<file path="config.mk">
export PLATFORM = sky130hd
export DESIGN_NAME = span_interp
export DESIGN_NICKNAME = d
export VERILOG_FILES = /design/src/rtl/span_pkg.sv /design/src/rtl/span_ctrl.sv /design/src/rtl/span_acc.sv /design/src/rtl/span_clamp.sv /design/src/rtl/span_interp.sv
export SDC_FILE = /design/constraint.sdc
export NUM_CORES = 2
export LEC_CHECK = 0
export ABC_AREA = 1
export BUFFER_PORTS_ARGS = -buffer_cell sky130_fd_sc_hd__buf_4
export CELL_PAD_IN_SITES_DETAIL_PLACEMENT = 0
export CELL_PAD_IN_SITES_GLOBAL_PLACEMENT = 1
export CORE_MARGIN = 2
export CORE_UTILIZATION = 44
export CTS_BUF_LIST = sky130_fd_sc_hd__clkbuf_4
export DETAILED_ROUTE_END_ITERATION = 7
export GPL_TIMING_DRIVEN = 1
export PLACE_DENSITY_LB_ADDON = 0.1
export RECOVER_POWER = 100
export SYNTH_ARGS = -nofsm -noshare
export SYNTH_HDL_FRONTEND = slang
export SYNTH_SLANG_ARGS = --single-unit
</file>
<file path="constraint.sdc">
create_clock -name clk -period 10.4 [get_ports clk]
set_input_delay 1.56 -clock clk [delete_from_list [all_inputs] [get_ports clk]]
set_output_delay 1.56 -clock clk [all_outputs]
set_load 0.01 [all_outputs]
</file>
<file path="src/rtl/span_pkg.sv">
package span_pkg;

    typedef enum logic [1:0] {
        MODE_LIN     = 2'd0,
        MODE_QUAD    = 2'd1,
        MODE_ANCH    = 2'd2,
        MODE_LIN_ALT = 2'd3
    } span_mode_e;

    typedef enum logic [1:0] {
        ST_IDLE = 2'd0,
        ST_WAIT = 2'd1,
        ST_RUN  = 2'd2
    } span_state_e;

    localparam int LANES  = 6;
    localparam int LANE_R = 0;
    localparam int LANE_G = 1;
    localparam int LANE_B = 2;
    localparam int LANE_Z = 3;
    localparam int LANE_U = 4;
    localparam int LANE_V = 5;

endpackage

</file>
<file path="src/rtl/span_ctrl.sv">
module span_ctrl
    import span_pkg::*;
#(
    parameter int XW = 12,
    parameter int CW = 12
) (
    input  logic          clk,
    input  logic          rst_n,
    input  logic          setup_valid,
    input  logic [1:0]    setup_mode,
    input  logic          setup_seg16,
    input  logic [XW-1:0] setup_x,
    input  logic [CW-1:0] setup_count,
    input  logic          anchor_valid,
    input  logic          pix_ready,
    output logic          setup_ready,
    output logic          anchor_req,
    output logic          pix_valid,
    output logic          pix_last,
    output logic [XW-1:0] pix_x,
    output logic          ld_setup,
    output logic          ld_anchor,
    output logic          step
);

    localparam int SEGW = 4;
    localparam logic [SEGW-1:0] SEG8_LAST  = SEGW'(7);
    localparam logic [SEGW-1:0] SEG16_LAST = SEGW'(15);

    span_state_e     state, nxt;
    logic [XW-1:0]   x_q;
    logic [CW-1:0]   remain_q;
    logic [SEGW-1:0] seg_left_q;
    logic            anch_q;
    logic            seg16_q;

    always_ff @(posedge clk or negedge rst_n) begin
        if (!rst_n) state <= ST_IDLE;
        else        state <= nxt;
    end

    always_comb begin
        nxt         = state;
        setup_ready = 1'b0;
        anchor_req  = 1'b0;
        pix_valid   = 1'b0;
        pix_last    = 1'b0;
        ld_setup    = 1'b0;
        ld_anchor   = 1'b0;
        step        = 1'b0;
        unique case (state)
            ST_IDLE: begin
                setup_ready = 1'b1;
                ld_setup    = setup_valid;
                if (setup_valid && setup_count != '0)
                    nxt = (setup_mode == MODE_ANCH) ? ST_WAIT : ST_RUN;
            end
            ST_WAIT: begin
                anchor_req = 1'b1;
                ld_anchor  = anchor_valid;
                if (anchor_valid) nxt = ST_RUN;
            end
            ST_RUN: begin
                pix_valid = 1'b1;
                pix_last  = (remain_q == CW'(1));
                step      = pix_ready;
                if (pix_ready) begin
                    if (remain_q == CW'(1))                nxt = ST_IDLE;
                    else if (anch_q && seg_left_q == '0)   nxt = ST_WAIT;
                end
            end
            default: nxt = ST_IDLE;
        endcase
    end

    always_ff @(posedge clk or negedge rst_n) begin
        if (!rst_n) begin
            x_q        <= '0;
            remain_q   <= '0;
            seg_left_q <= '0;
            anch_q     <= 1'b0;
            seg16_q    <= 1'b0;
        end else if (ld_setup) begin
            x_q      <= setup_x;
            remain_q <= setup_count;
            anch_q   <= (setup_mode == MODE_ANCH);
            seg16_q  <= setup_seg16;
        end else begin
            if (ld_anchor) seg_left_q <= seg16_q ? SEG16_LAST : SEG8_LAST;
            if (step) begin
                x_q        <= x_q + XW'(1);
                remain_q   <= remain_q - CW'(1);
                seg_left_q <= seg_left_q - SEGW'(1);
            end
        end
    end

    assign pix_x = x_q;

endmodule

</file>
<file path="src/rtl/span_acc.sv">
module span_acc #(
    parameter int W = 32
) (
    input  logic         clk,
    input  logic         rst_n,
    input  logic         load,
    input  logic [W-1:0] load_val,
    input  logic [W-1:0] load_slope,
    input  logic [W-1:0] load_curv,
    input  logic         step,
    output logic [W-1:0] val
);

    logic [W-1:0] val_q, slope_q, curv_q, slope_nx;

    assign slope_nx = slope_q + curv_q;

    always_ff @(posedge clk or negedge rst_n) begin
        if (!rst_n) begin
            val_q   <= '0;
            slope_q <= '0;
            curv_q  <= '0;
        end else if (load) begin
            val_q   <= load_val;
            slope_q <= load_slope;
            curv_q  <= load_curv;
        end else if (step) begin
            slope_q <= slope_nx;
            val_q   <= val_q + slope_nx;
        end
    end

    assign val = val_q;

endmodule

</file>
<file path="src/rtl/span_clamp.sv">
module span_clamp #(
    parameter int W    = 32,
    parameter int FRAC = 16
) (
    input  logic [W-1:0] val,
    output logic [7:0]   byte_out
);

    logic unused_frac;
    assign unused_frac = ^val[FRAC-1:0];

    always_comb begin
        if (val[W-1])                 byte_out = 8'h00;
        else if (|val[W-2:FRAC+8])    byte_out = 8'hFF;
        else                          byte_out = val[FRAC+7:FRAC];
    end

endmodule

</file>
<file path="src/rtl/span_interp.sv">
module span_interp
    import span_pkg::*;
#(
    parameter int W    = 32,
    parameter int FRAC = 16,
    parameter int XW   = 12,
    parameter int CW   = 12
) (
    input  logic              clk,
    input  logic              rst_n,
    input  logic              setup_valid,
    output logic              setup_ready,
    input  logic [1:0]        setup_mode,
    input  logic              setup_seg16,
    input  logic [XW-1:0]     setup_x,
    input  logic [CW-1:0]     setup_count,
    input  logic [6*W-1:0]    setup_start,
    input  logic [6*W-1:0]    setup_delta,
    input  logic [W-1:0]      setup_ddu,
    input  logic [W-1:0]      setup_ddv,
    output logic              anchor_req,
    input  logic              anchor_valid,
    input  logic [W-1:0]      anchor_u,
    input  logic [W-1:0]      anchor_v,
    input  logic [W-1:0]      anchor_du,
    input  logic [W-1:0]      anchor_dv,
    output logic              pix_valid,
    input  logic              pix_ready,
    output logic [XW-1:0]     pix_x,
    output logic              pix_last,
    output logic [7:0]        pix_r,
    output logic [7:0]        pix_g,
    output logic [7:0]        pix_b,
    output logic [W-1:0]      pix_z,
    output logic [W-1:0]      pix_u,
    output logic [W-1:0]      pix_v
);

    logic ld_setup, ld_anchor, step, quad_sel;
    logic [W-1:0] lane_val [LANES];
    logic [7:0]   color    [3];

    span_ctrl #(.XW(XW), .CW(CW)) u_ctrl (
        .clk          (clk),
        .rst_n        (rst_n),
        .setup_valid  (setup_valid),
        .setup_mode   (setup_mode),
        .setup_seg16  (setup_seg16),
        .setup_x      (setup_x),
        .setup_count  (setup_count),
        .anchor_valid (anchor_valid),
        .pix_ready    (pix_ready),
        .setup_ready  (setup_ready),
        .anchor_req   (anchor_req),
        .pix_valid    (pix_valid),
        .pix_last     (pix_last),
        .pix_x        (pix_x),
        .ld_setup     (ld_setup),
        .ld_anchor    (ld_anchor),
        .step         (step)
    );

    assign quad_sel = (setup_mode == MODE_QUAD);

    for (genvar i = 0; i < LANES; i++) begin : g_lane
        logic [W-1:0] l_val, l_slope, l_curv;
        if (i == LANE_U || i == LANE_V) begin : g_tex
            logic [W-1:0] a_val, a_slope, dd;
            assign a_val   = (i == LANE_U) ? anchor_u  : anchor_v;
            assign a_slope = (i == LANE_U) ? anchor_du : anchor_dv;
            assign dd      = (i == LANE_U) ? setup_ddu : setup_ddv;
            assign l_val   = ld_anchor ? a_val   : setup_start[i*W +: W];
            assign l_slope = ld_anchor ? a_slope : setup_delta[i*W +: W];
            assign l_curv  = (ld_setup && quad_sel) ? dd : '0;
        end else begin : g_lin
            assign l_val   = setup_start[i*W +: W];
            assign l_slope = setup_delta[i*W +: W];
            assign l_curv  = '0;
        end
        span_acc #(.W(W)) u_acc (
            .clk        (clk),
            .rst_n      (rst_n),
            .load       ((i == LANE_U || i == LANE_V) ? (ld_setup | ld_anchor) : ld_setup),
            .load_val   (l_val),
            .load_slope (l_slope),
            .load_curv  (l_curv),
            .step       (step),
            .val        (lane_val[i])
        );
    end

    for (genvar c = 0; c < 3; c++) begin : g_color
        span_clamp #(.W(W), .FRAC(FRAC)) u_clamp (
            .val      (lane_val[c]),
            .byte_out (color[c])
        );
    end

    assign pix_r = color[LANE_R];
    assign pix_g = color[LANE_G];
    assign pix_b = color[LANE_B];
    assign pix_z = lane_val[LANE_Z];
    assign pix_u = lane_val[LANE_U];
    assign pix_v = lane_val[LANE_V];

endmodule

</file>
==> summary.md <==
| Metric | Value |
|---|---|
| Status | finished, violations left |
| VDD IR max | 0.199 mV |
| Initial antenna violation count | 17 |
| DR WL/cell | 21.3 um |
| Sw Share | 55.0% |
| Power per Cell Area | 438 nW/um^2 |
| Final setup violation count | 0 |
| Drt drc | 0 |
| Initial DRC count | 2480 |
| Routed wire length | 147000 um |
| Hold WC Path Type | reg2reg |
| Reg-to-reg startpoint | u_ctrl.state[0] |
| Most used DFF post-synth | dfrtp_1 |
| Height of the die | 290 um |
| Unique masters post-synth | 55 |
| Final ANT Viol Nets | 0 |
| Worst Clk Skew | 0.0890 ns |
| Dpl cells | about 6700 |
| Setup TNS | 0 ns |
| Non-Filler Instances | 6916 |
| Area contributors post-synth | dfrtp_1 33%, nand2_1 15%, ha_1 9.1% |
| Area Growth Syn to Fin | 21.2% |
| Hold Vio Cnt, Final | 0 |
| DP HPWL | 116000 um |
| Met1 WL | 60500 um |
| Power Internal | 8.59 mW |
| Critical path class | in2reg |
| Met3 WL post-DR | 9670 um |
| Crit path max fanout | 127 |
| Top cells by count, synth | 1476 x nand2_1, 480 x dfrtp_1, 442 x a21oi_1, 415 x nor2_1, 389 x inv_1 |
| Logic pwr share | 71.1% |
| Crit path setup slack, layout | 3.44 ns |
| I/O pin total | ~740 |
| Slew @ Worst Pin | 3.82 ns |
| Largest net degree at the start of global routing | 128 |
| Seq pwr share | 18.9% |
| Clock root buffer | clkbuf_4 |
| Most numerous cell in the Yosys netlist | nand2_1 |
| Tot Pwr | 19.1 mW |
| Clock sinks | 480 |
| Fraction of registers with async set/reset | 100% |
| # rows | 104 |
| Hold path start | u_ctrl.anch_q |
| Number of max-cap violations | 5 |
| Clock power share | ~10% |
| Period minus WS final | ~7.0 ns |
| Num CTS Buffers | 143 |
| DR WL met2 | slightly below 70000 um |
| Vias | 38560 |
| First-pass GRT wire length | about 220000 um |
| Layout fillers | 8313 |
| Via/cell ratio | 5.58 |
| Required @ worst endpoint | 11.29 ns |
| Hold-fix buffers, CTS | 0 |
| CTS resizes | 0 |
| LEAKAGE | 21.6 nW |
| Sw Pwr | 10.5 mW |
| Failing checks | capacitance limit, slew limit |
| Max layer used | met5 |
| DR pass1 iterations | 8 |
| FMAX | 0.144 GHz |
| Source of the critical timing path | setup_valid |
| CTS max path bufs | 3 |
| Initial Util | 44.6% |
| Post-Syn Instances | between 5000 and 6000 |
| Mapped Area | 36000 um^2 |
| Slew Viols, Final | 268 |
| Die ar. | 84100 um^2 |
| Final GP Congestion | 0.976 |
| Pre-CTS setup slack | 4.86 ns |
| Synth area leader | dfrtp_1 |
| Worst-Skew Late Latency | roughly 1.0 ns |
| Register area share after synthesis | 33.4% |
| Core area | 80800 um^2 |
| Layout cell share with drive strength beyond 1 | 15.6% |
| Vias in the first global route | slightly below 40000 |
| H-tree level count | 4 |
| Mean Syn Cell Area | 7.19 um^2 |
| I/O Buffers | 743 |
| Post-layout nets | 6626 |
| GR Overflow Total | 0 |
| CTS tree | built |
| # Post-CTS Setup Buffers | 0 |
| Number of synthesized register bits | 480 |
| Synth warn | 0 |
| Chip Width | between 200 and 300 um |
| Post-synth EDFFs | 0 |
| Worst Setup End Kind | register |
| Clock slew at reported path FFs | 0.07 ns |
| Yosys top cell area share | 33.4% |
| Final period util | 66.9% |
| RSZ-0062 raised after global routing | no |
| GRT Total Usage | approximately a third |
| Slew HR | -155% |
| Syn_nets | just under 6000 |
| Critical Path AT | 7.85 ns |
| Setup crit start kind | input pin |
-- metrics by stage --
stage               utilization, %  cell area [um^2]  hold WS (ns)
global placement              52.4             42400         0.467
finish                        54.0             43600         0.484
floorplan                        -             36000         0.453
CTS                           54.7             44200         0.427
detailed placement            52.4             42400         0.470
global route                  54.0             43600         0.507
-- critical path, cell delays in order --
cell and delay (ns):
clkbuf_1 0.37, nand2_1 2.04, buf_4 1.11, inv_8 0.70, buf_4 0.78, buf_4 0.80
nand2_1 0.09, o21ai_0 0.11, o21bai_1 0.15
-- cells in the final DEF (no fill, tap or decap), drive strengths merged, types with 9 or more instances in the layout --
cell,synthesis,routed
o21a,47,47
a32o,66,66
a21oi,444,444
nand3b,23,23
o21ai,280,280
nand4,32,32
nor2,421,421
o21bai,63,63
a22o,9,9
buf,101,632
nand3,243,243
clkinv,0,34
xnor2,82,82
or2,42,42
dfrtp,480,480
a31oi,49,49
and2,14,14
a21o,28,28
inv,397,396
nor3,70,70
nor4,23,23
o221ai,18,18
a221oi,51,51
nand2,1480,1480
ha,263,263
xor2,64,64
o211ai,97,97
clkbuf,74,343
-- power groups by stage --
stage	clock, mW	sequential, mW	combinational (mW)
global route	2.05	3.69	15.2
global placement	0	3.61	13.5
detailed placement	0	3.61	13.6
finish	1.91	3.60	13.6
CTS	1.95	3.60	13.6
floorplan	0	3.38	9.67
-- cells by family after synthesis --
family                   Yosys count  share of synthesized area [%]
AO/OA/AOI/OAI                   1187                           20.3
XOR/XNOR                         146                           3.55
adder cells (fa/ha/maj)          271                           9.58
buffers and inverters            572                           6.29
flip-flops                       480                           33.4
AND/OR/NAND/NOR                 2353                           26.9
-- sequential cells by signal (all words and copies together), names as in the netlist --
register and count:
u_ctrl.pix_x 12, u_ctrl.state 2, u_ctrl.seg16_q 1, g_lane.u_acc.val 192, g_lane.u_acc.curv_q 64, u_ctrl.anch_q 1
g_lane.u_acc.slope_q 192, u_ctrl.seg_left_q 4, u_ctrl.remain_q 12
-- area by class of cell --
cell class                 instances  area (um^2)  area share, %
multi-input combinational       3957        21700           49.7
sequential                       480        12000           27.5
timing repair buffer             768         5260           12.0
clock buffer                     207         1550           3.56
inverter                         397         1510           3.46
tap                             1060         1330           3.04
clock inverter                    40          272          0.622
antenna                            7         17.5         0.0401
-- routing by layer --
| metal | track usage [%] | up-vias |
|---|---|---|
| met5 | 0 | - |
| met2 | 58.2 | 1348 |
| met1 | 41.9 | 18215 |
| met4 | 16.4 | 24 |
| li1 | - | 18638 |
| met3 | 6.59 | 335 |
-- path summary, 6_finish.rpt --
kind / to / slack (ns) / depth (start not counted)
max: g_lane[1].u_acc.val[16] / 3.44 / 9
min reg2reg: u_ctrl.anch_q / 0.48 / 2
min: u_ctrl.anch_q / 0.48 / 2
max in group asynchronous: g_lane[5].u_acc.curv_q[2] / 3.82 / 3
max reg2reg: g_lane[1].u_acc.val[16] / 3.62 / 9
min in group asynchronous: g_lane[4].u_acc.val[29] / 1.84 / 1
(Power assumes the default switching activity.)
